<file path="src/rtl/hzp_pkg.sv">
package hzp_pkg;
   typedef enum logic {
      UOP_MOVE = 1'b0,
      UOP_FMA  = 1'b1
   } uop_op_e;
endpackage

</file>
<file path="src/rtl/hzp_decode.sv">
module hzp_decode #(
   parameter int NUM_REGS    = 128,
   parameter int REG_W       = 7,
   parameter int IMM_W       = 8,
   parameter int DEG_FIELD_W = 6,
   parameter int CONT_BIT    = 6,
   parameter int MAX_DEG     = 7
) (
   input  logic [REG_W-1:0] base_i,
   input  logic [IMM_W-1:0] imm_i,
   output logic             illegal_o,
   output logic             empty_o,
   output logic             is_move_o,
   output logic [REG_W-1:0] start_idx_o
);
   localparam int EXT_W = REG_W + 1;

   logic [DEG_FIELD_W-1:0] deg;
   logic                   cont;
   logic [EXT_W-1:0]       top_ext;
   logic                   over;
   logic                   bad_deg;

   assign deg     = imm_i[DEG_FIELD_W-1:0];
   assign cont    = imm_i[CONT_BIT];
   assign top_ext = {1'b0, base_i} + EXT_W'(deg) - EXT_W'(cont);
   assign bad_deg = (int'(deg) > MAX_DEG);

   generate
      if (NUM_REGS == (1 << REG_W)) begin : g_pow2_bound
         assign over = top_ext[REG_W];
      end else begin : g_cmp_bound
         assign over = (int'(top_ext) >= NUM_REGS);
      end
   endgenerate

   assign empty_o     = cont && (deg == '0);
   assign illegal_o   = bad_deg || (!empty_o && over);
   assign is_move_o   = !cont;
   assign start_idx_o = top_ext[REG_W-1:0];
endmodule

</file>
<file path="src/rtl/hzp_seq.sv">
module hzp_seq #(
   parameter int REG_W = 7
) (
   input  logic             clk,
   input  logic             rst_n,
   input  logic             load_i,
   input  logic [REG_W-1:0] start_idx_i,
   input  logic [REG_W-1:0] base_i,
   input  logic [REG_W-1:0] dst_i,
   input  logic [REG_W-1:0] x_i,
   input  logic             is_move_i,
   input  logic             fire_i,
   output logic             busy_o,
   output logic             mv_o,
   output logic             last_o,
   output logic [REG_W-1:0] idx_o,
   output logic [REG_W-1:0] dst_o,
   output logic [REG_W-1:0] x_o
);
   logic [REG_W-1:0] base_q;

   assign last_o = (idx_o == base_q);

   always_ff @(posedge clk) begin
      if (!rst_n) begin
         busy_o <= 1'b0;
         mv_o   <= 1'b0;
         idx_o  <= '0;
         base_q <= '0;
         dst_o  <= '0;
         x_o    <= '0;
      end else if (load_i) begin
         busy_o <= 1'b1;
         mv_o   <= is_move_i;
         idx_o  <= start_idx_i;
         base_q <= base_i;
         dst_o  <= dst_i;
         x_o    <= x_i;
      end else if (fire_i) begin
         mv_o <= 1'b0;
         if (last_o) begin
            busy_o <= 1'b0;
         end else begin
            idx_o <= idx_o - 1'b1;
         end
      end
   end
endmodule

</file>
<file path="src/rtl/hzp_emit.sv">
module hzp_emit #(
   parameter int REG_W = 7
) (
   input  logic             busy_i,
   input  logic             mv_i,
   input  logic             last_i,
   input  logic [REG_W-1:0] idx_i,
   input  logic [REG_W-1:0] dst_i,
   input  logic [REG_W-1:0] x_i,
   output logic             valid_o,
   output logic             op_o,
   output logic             last_o,
   output logic [REG_W-1:0] dst_o,
   output logic [REG_W-1:0] src_x_o,
   output logic [REG_W-1:0] src_add_o
);
   import hzp_pkg::*;

   uop_op_e op_sel;

   always_comb begin
      op_sel = mv_i ? UOP_MOVE : UOP_FMA;
   end

   assign valid_o   = busy_i;
   assign op_o      = op_sel;
   assign last_o    = busy_i && last_i;
   assign dst_o     = dst_i;
   assign src_x_o   = x_i;
   assign src_add_o = idx_i;
endmodule

</file>
<file path="src/rtl/hzp_poly_seq.sv">
module hzp_poly_seq #(
   parameter int NUM_REGS    = 128,
   parameter int REG_W       = $clog2(NUM_REGS),
   parameter int IMM_W       = 8,
   parameter int DEG_FIELD_W = 6,
   parameter int CONT_BIT    = 6,
   parameter int MAX_DEG     = 7,
   parameter int MAX_UOPS    = 16
) (
   input  logic             clk,
   input  logic             rst_n,
   input  logic             start_valid,
   output logic             start_ready,
   input  logic [REG_W-1:0] inst_dst,
   input  logic [REG_W-1:0] inst_x,
   input  logic [REG_W-1:0] inst_base,
   input  logic [IMM_W-1:0] inst_imm,
   output logic             illegal,
   output logic             uop_valid,
   input  logic             uop_ready,
   output logic             uop_op,
   output logic [REG_W-1:0] uop_dst,
   output logic [REG_W-1:0] uop_src_x,
   output logic [REG_W-1:0] uop_src_add,
   output logic             uop_last
);
   generate
      if (MAX_DEG + 1 > MAX_UOPS) begin : g_bad_budget
         $error("hzp_poly_seq: MAX_DEG+1 exceeds MAX_UOPS");
      end
      if (CONT_BIT >= IMM_W || DEG_FIELD_W > CONT_BIT) begin : g_bad_imm
         $error("hzp_poly_seq: immediate field layout invalid");
      end
      if ((1 << DEG_FIELD_W) <= MAX_DEG) begin : g_bad_deg
         $error("hzp_poly_seq: degree field too narrow");
      end
      if (NUM_REGS > (1 << REG_W)) begin : g_bad_regs
         $error("hzp_poly_seq: REG_W too small");
      end
   endgenerate

   logic             dec_illegal;
   logic             dec_empty;
   logic             dec_move;
   logic [REG_W-1:0] dec_idx;
   logic             accept;
   logic             load;
   logic             fire;
   logic             s_busy;
   logic             s_mv;
   logic             s_last;
   logic [REG_W-1:0] s_idx;
   logic [REG_W-1:0] s_dst;
   logic [REG_W-1:0] s_x;
   logic             illegal_q;

   hzp_decode #(
      .NUM_REGS(NUM_REGS), .REG_W(REG_W), .IMM_W(IMM_W),
      .DEG_FIELD_W(DEG_FIELD_W), .CONT_BIT(CONT_BIT), .MAX_DEG(MAX_DEG)
   ) u_dec (
      .base_i(inst_base), .imm_i(inst_imm),
      .illegal_o(dec_illegal), .empty_o(dec_empty),
      .is_move_o(dec_move), .start_idx_o(dec_idx)
   );

   assign start_ready = !s_busy;
   assign accept      = start_valid && start_ready;
   assign load        = accept && !dec_illegal && !dec_empty;
   assign fire        = uop_valid && uop_ready;

   hzp_seq #(.REG_W(REG_W)) u_seq (
      .clk(clk), .rst_n(rst_n), .load_i(load), .start_idx_i(dec_idx),
      .base_i(inst_base), .dst_i(inst_dst), .x_i(inst_x),
      .is_move_i(dec_move), .fire_i(fire),
      .busy_o(s_busy), .mv_o(s_mv), .last_o(s_last),
      .idx_o(s_idx), .dst_o(s_dst), .x_o(s_x)
   );

   hzp_emit #(.REG_W(REG_W)) u_emit (
      .busy_i(s_busy), .mv_i(s_mv), .last_i(s_last), .idx_i(s_idx),
      .dst_i(s_dst), .x_i(s_x),
      .valid_o(uop_valid), .op_o(uop_op), .last_o(uop_last),
      .dst_o(uop_dst), .src_x_o(uop_src_x), .src_add_o(uop_src_add)
   );

   always_ff @(posedge clk) begin
      if (!rst_n) begin
         illegal_q <= 1'b0;
      end else begin
         illegal_q <= accept && dec_illegal;
      end
   end

   assign illegal = illegal_q;
endmodule

</file>
<file path="config.mk">
export PLATFORM = sky130hd
export DESIGN_NAME = hzp_poly_seq
export DESIGN_NICKNAME = d
export VERILOG_FILES = /design/src/rtl/hzp_pkg.sv /design/src/rtl/hzp_decode.sv /design/src/rtl/hzp_seq.sv /design/src/rtl/hzp_emit.sv /design/src/rtl/hzp_poly_seq.sv
export SDC_FILE = /design/constraint.sdc
export NUM_CORES = 1
export LEC_CHECK = 0
export ABC_AREA = 1
export CAP_MARGIN = 5
export CORE_MARGIN = 5
export CORE_UTILIZATION = 47
export CTS_CLUSTER_SIZE = 40
export DETAILED_ROUTE_END_ITERATION = 12
export PLACE_DENSITY = 0.79
export RECOVER_POWER = 100
export SYNTH_ARGS = -nofsm -noshare
export SYNTH_HDL_FRONTEND = slang
export SYNTH_SLANG_ARGS = --single-unit
</file>
<file path="constraint.sdc">
create_clock -name clk -period 3.35 [get_ports clk]
set_clock_uncertainty 0.15 [all_clocks]
set_input_delay 0.67 -clock clk [delete_from_list [all_inputs] [get_ports clk]]
set_output_delay 0.67 -clock clk [all_outputs]
set_load 0.005 [all_outputs]
</file>
==> key figures, run 1 <==
Timing
  – Slew headroom: between 40% and 50%
  – Max-slew violations: 0
  – RSZ-0062 raised after global routing: no
  – Fin crit share: between 90% and 100%
  – Slew of the pin with the lowest slew margin: a little under 800 ps
  – Setup Viol. Count Final: 0
  – Final Critical Period: between 3000 and 4000 ps
  – Hold_ws: ~310 ps
  – Setup TNS: 0 ps
  – Fmax: approximately 0.33 GHz
  – Hold Fails Final Rpt: 0

Hold path
  – Hold_sp: u_seq.x_o[6]
  – Hold Path Class: flop to flop

Worst setup path
  – CP Launch Point: inst_base[4]
  – Startpoint class of the critical path: primary input
  – R2r startpoint: u_seq.idx_o[4]
  – Worst Path Arrival: ~3100 ps
  – CP endpoint kind: flop
  – Worst EP required: ~3300 ps
  – Critical path class: primary input to flop
  – Worst Path Max Fanout: 8

Route
  – Vias: about 1900
  – Final antenna-violating net count: 0
  – Initial DRC Count: approximately 110
  – Drt drc: 0
  – Drt first pass iters: 4
  – Final WL: approximately 4.9 mm
  – DR WL/cell: ~13 um
  – Via density: ~5

Synthesis
  – Post-synth EDFFs: 0
  – Syn Inst Count: 270
  – Register bit total from synthesis: 31
  – Main flop type after synthesis: dfxtp_1
  – Syn nets: ~320
  – Seq/Total Area, Yosys: 32.4%
  – Syn_area_per_cell: slightly above 7 um2
  – Cell Area, Synth: between 1500 and 2000 um2
  – Synth warn: 0
  – Unique masters post-synth: 26
  – Synth async-reset ratio: 0%

Floorplan
  – Core region area: slightly below 4000 um2
  – Die area: between 5000 and 6000 um2
  – I/O Pins: 59
  – Die span in y: roughly 74 um
  – Num rows: 23
  – Die width: 73.8 um
  – Initial Utilization: 48.2%

Cells and area
  – Area grow syn2layout: 39.0%
  – Layout cells sized above 1: 7.14%
  – Final Util: between 60% and 70%
  – Antenna fix cells: 0
  – Final-stage net count: 385
  – Fin cells: 386
  – Final Instance Area: 2660 um2
  – Fillcell total: roughly 360

Power
  – Leakage: approximately 1.2 nW
  – Max rail drop VDD: 0.183 mV
  – Cell Pwr Density: between 300 and 400 nW/um2

Clocking
  – Post-CTS sizing: 0
  – Worst-skew pair later-pin latency: between 200 and 300 ps
  – Hold-fix buffers, CTS: 0
  – TritonCTS Buffers: 5
  – Post-CTS setup buffers: 0
  – CTS root buf: clkbuf_8
  – CTS Buffer Depth: 2
  – TritonCTS Sinks: 31
  – H-Tree Depth: 2
  – CTS tree: built
  – Worst-path clk slew: about 60 ps

GRT
  – Grt ovf: 0
  – Initial antenna violation count: 0
  – Largest net degree at the start of global routing: 26
  – GRT Total Usage: about a fifth
  – Vias in the first global route: roughly 1900
  – First-pass GRT wire length: around 8.1 mm

Placed design
  – Placer Congestion: ~0.90
  – Post-placement cell count: 380
  – DP Area: ~2600 um2
  – Post-DP HPWL: 3.92 mm
  – Port Buffer Count: 57

Run
  – Maxcap violations: 0

Outcome
  – Status: finished clean
-- per-stage QoR --
step                      worst slack (ps)  total power [mW]
after floorplan                        754             0.530
after global placement                57.6             0.623
after detailed placement              7.72             0.630
after CTS                              308             0.900
after global routing                  86.5             0.939
final                                  285             0.887
-- flip-flops by register name (all words and copies together), names as in the netlist --
signal	flops
illegal	1
u_seq.base_q	7
u_seq.busy_o	1
u_seq.dst_o	7
u_seq.idx_o	7
u_seq.mv_o	1
u_seq.x_o	7
-- final timing paths --
| check | end | slack (ps) | depth (start not counted) |
|---|---|---|---|
| min | u_seq.x_o[6] | 310 | 2 |
| max reg2reg | u_seq.idx_o[2] | 1380 | 6 |
| min reg2reg | u_seq.x_o[6] | 310 | 2 |
| max | u_seq.busy_o | 290 | 15 |
-- cells in the final DEF (no fill, tap or decap), drive strengths merged --
cell,netlist,final
ha,14,14
clkbuf,4,6
xor2,6,6
o211ai,1,1
fa,1,1
nand4,5,5
nor2,13,13
buf,6,13
xnor2,10,10
nor3,4,4
inv,45,45
nand3b,1,1
or2,4,4
a21oi,28,28
clkdlybuf4s50,0,31
dlygate4sd3,0,26
o21ai,10,10
nand2,50,50
o21bai,1,1
dfxtp,31,31
nand3,36,36
-- power breakdown --
part           switching, mW  internal, mW
logic                  0.115         0.118
registers            0.00675         0.377
clock network          0.132         0.138
total                  0.254         0.632
-- routing by layer --
metal | share of wire, % | wire length, um | track usage, %
met3 | 5.8 | 287 | 5.88
met4 | 1.8 | 91 | 6.04
met5 | 0 | 0 | 0
met2 | 49 | 2440 | 33.3
met1 | 43 | 2120 | 22.8
-- critical path, stage by stage --
cell and delay (ps):
clkdlybuf4s50_1 490, inv_1 60, ha_1 270, inv_1 40, ha_1 310, nand2_1 80
nand2_1 70, a21oi_1 160, nand3_1 90, nand3_1 150, nand3_2 140, buf_4 200
buf_4 160, o211ai_1 80, a21oi_1 80
-- cell families (layout without fill, tap and decap cells) --
family / after synthesis / count (layout) / synth area share, %
and+or+nand+nor: 113 / 113 / 27.3
adders and majority gates: 15 / 15 / 10.2
DFF: 31 / 31 / 32.4
AOI/OAI and AO/OA: 40 / 40 / 10.7
xor gates and xnor gates: 16 / 16 / 7.32
buffers and inverters: 55 / 121 / 12.0
-- synth_stat cells (3+ instances only) --
| cell type | count | area share (%) |
|---|---|---|
| nand2_1 | 49 | 9.6 |
| buf_4 | 4 | 1.6 |
| o21ai_0 | 10 | 2.6 |
| nor3_1 | 4 | 1.0 |
| clkbuf_1 | 4 | 0.78 |
| nor2_1 | 11 | 2.2 |
| inv_1 | 44 | 8.6 |
| xnor2_1 | 10 | 4.6 |
| nand4_1 | 5 | 1.6 |
| dfxtp_1 | 31 | 32 |
| nand3_1 | 33 | 8.6 |
| nand3_2 | 3 | 1.6 |
| a21oi_1 | 28 | 7.3 |
| xor2_1 | 6 | 2.7 |
| ha_1 | 14 | 9.2 |
-- cell type report --
cell class / instances / area, um2 / area share [%]
Timing Repair Buffer: 70 / 681 / 25.6
Multi-Input combinational cell: 184 / 1060 / 39.7
Tap cell: 50 / 62.6 / 2.35
Clock buffer: 6 / 72.6 / 2.73
Sequential cell: 31 / 621 / 23.3
Inverter: 45 / 169 / 6.35
Power figures use the tool's default switching activity.
==> run 2: changes to the inputs <==
ABC_CLOCK_PERIOD_IN_PS = 2800   (was unset)
CORE_UTILIZATION = 42   (was 47)
PLACE_DENSITY = 0.78   (was 0.79)
clock period = 2.8 ns   (was 3.35 ns; I/O delays follow)
==> run 2 against run 1 <==
Against the previous run:
- first-iteration DRC count rose by 29%
- hold slack improved by 2.5 ps
- via count rose by 5.7%
- global-route usage fell by 1.1 points
- sequential power rose by 20%
- core utilization rose by 3.0 points
- critical endpoint is now u_seq.base_q[4]
- largest power group unchanged
- highest routed layer unchanged
==> key figures, run 2 (same netlist as run 1, synthesis figures left out) <==
Floorplan
  – Num rows: 24
  – I/O Pins: 59
  – Initial Utilization: approximately 44%
  – Core region area: approximately 4400 um2
  – Die area: approximately 6000 um2
  – Die width: a little under 80 um
  – Die span in y: roughly 78 um

Route
  – Final WL: around 5.6 mm
  – Drt first pass iters: 4
  – Via density: ~5.0
  – Initial DRC Count: ~140
  – Vias: slightly above 2000
  – Final antenna-violating net count: 0
  – DR WL/cell: between 10 and 15 um
  – Drt drc: 0

Cells and area
  – Layout cells sized above 1: around 24%
  – Final Instance Area: 3070 um2
  – Final-stage net count: roughly 400
  – Antenna fix cells: 0
  – Area grow syn2layout: 60.4%
  – Most frequent cells in the layout: 42 x nand2_1, 39 x inv_1, 31 x clkdlybuf4s50_1, 29 x dfxtp_1, 26 x nand3_1
  – Most common cell after layout, fill and taps aside: nand2_1

Worst setup path
  – Critical path class: primary input to flop
  – Worst Path Arrival: about 2800 ps
  – Critical path endpoint: u_seq.base_q[4]
  – Flop2flop setup slack: about 930 ps
  – Startpoint class of the critical path: primary input
  – Worst EP required: between 2000 and 3000 ps
  – Capturing point of the worst reg2reg path: u_seq.idx_o[3]
  – CP endpoint kind: flop
  – R2r startpoint: u_seq.idx_o[2]
  – CP Launch Point: inst_imm[1]
  – Worst reg2reg path depth: 6
  – Worst Path Max Fanout: 8

Clocking
  – TritonCTS Sinks: 31
  – H-Tree Depth: 2
  – CTS root buf: clkbuf_8
  – Worst-skew pair later-pin latency: around 290 ps
  – TritonCTS Buffers: 5
  – Hold-fix buffers, CTS: 0
  – CTS Buffer Depth: 2
  – CTS tree: built
  – Worst-path clk slew: around 60 ps

GRT
  – Initial antenna violation count: 0
  – M1 GR Usage: 21.3%
  – First-pass GRT wire length: a little under 9 mm
  – GRT Total Usage: between 10% and 20%
  – Vias in the first global route: a little under 2000
  – Met3 Track Usage GR: 3.24%
  – Largest net degree at the start of global routing: 26
  – GRT Max-Usage Layer: met2
  – Met2 GRT Util: between 30% and 40%
  – Grt ovf: 0

Power
  – Cell Pwr Density: between 300 and 400 nW/um2
  – Max rail drop VDD: approximately 0.25 mV
  – Leakage: about 1.4 nW

Timing
  – Max-slew violations: 0
  – Setup Viol. Count Final: 0
  – Fmax: around 0.37 GHz
  – Hold Fails Final Rpt: 0
  – Final Critical Period: roughly 2700 ps
  – Fin crit share: 97.7%
  – Setup TNS: 0 ps
  – Slew headroom: 70.7%
  – Slew of the pin with the lowest slew margin: roughly 440 ps
  – RSZ-0062 raised after global routing: yes

Outcome
  – Status: finished clean

Placed design
  – Post-DP HPWL: 4.01 mm
  – Port Buffer Count: 57
  – DP Area: approximately 2700 um2
  – Placer Congestion: between 0.8 and 0.9

Run
  – Maxcap violations: 0

Hold path
  – Hold Path Class: flop to flop
-- run 2: changes by cell type in the layout (fill, tap and decap cells not counted), moves of 6 or more --
cell | previous run | this run
a21oi_2 | 0 | 10
buf_4 | 12 | 24
inv_1 | 45 | 39
a21oi_1 | 28 | 18
nand3_1 | 34 | 26
dlygate4sd3_1 | 26 | 17
nand2_1 | 50 | 42
nand2_2 | 0 | 6
dlygate4sd2_1 | 0 | 8
ha_1 | 14 | 7
inv_2 | 0 | 6
ha_4 | 0 | 7
nand3_2 | 2 | 9
-- run 2: worst min-delay path by stage --
stage / from / to / slack [ps] / cells past startpoint
4_1_cts: u_seq.x_o[6] / u_seq.x_o[6] / 310 / 2
3_5_place_dp: u_seq.dst_o[2] / u_seq.dst_o[2] / 300 / 2
2_1_floorplan: u_seq.base_q[4] / u_seq.base_q[4] / 310 / 2
6_report: u_seq.dst_o[3] / u_seq.dst_o[3] / 310 / 2
3_3_place_gp: u_seq.dst_o[2] / u_seq.dst_o[2] / 300 / 2
5_1_grt: u_seq.dst_o[2] / u_seq.dst_o[2] / 330 / 2
-- run 2: cell type report --
type / count / area [um2]
Timing Repair Buffer: 87 / 862
Clock inverter: 1 / 5.00
Multi-Input combinational cell: 184 / 1260
Fill cell: 338 / 1310
Clock buffer: 6 / 82.6
Inverter: 45 / 169
Sequential cell: 31 / 623
Tap cell: 52 / 65.1
-- run 2: repair_timing --
| action | in CTS | in global routing |
|---|---|---|
| buffers inserted | 2 | 0 |
| gates resized for setup | 19 | 38 |
| pin swaps | 11 | 11 |
| cloned | 1 | 0 |
| setup endpoints to repair | 26 | 29 |
-- run 2: power breakdown --
group | leakage (nW) | internal [mW] | switching (mW)
Clock | 0.0470 | 0.192 | 0.164
Combinational | 1.07 | 0.196 | 0.176
Sequential | 0.252 | 0.451 | 0.00867
-- run 2: stage by stage --
stage                     util, %  cells  setup WS, ps  total power [mW]  hold WS, ps
after floorplan                 -    270           314             0.634          307
after global placement       62.0    396          -279             0.772          301
after detailed placement     62.0    396          -375             0.783          304
after CTS                    66.6    406          3.44              1.16          314
after global routing         70.0    406         -82.5              1.25          328
final                        70.0    406          64.2              1.19          310
-- run 2: worst max-delay path: stages --
cell	delay (ps)
clkdlybuf4s50_1	450
inv_1	50
ha_1	210
inv_2	70
ha_4	200
or2_4	250
nand3_4	90
nand2_2	50
nand2_2	70
nand3_2	90
buf_6	130
nand2_1	60
inv_2	60
buf_12	130
buf_12	130
nand3_1	90
a21oi_2	60
-- run 2: metal layers --
layer / vias to the layer above / wire length [um]
li1: 1035 / -
met1: 944 / 2350
met2: 48 / 2970
met3: 10 / 195
met4: 0 / 108
met5: - / 0
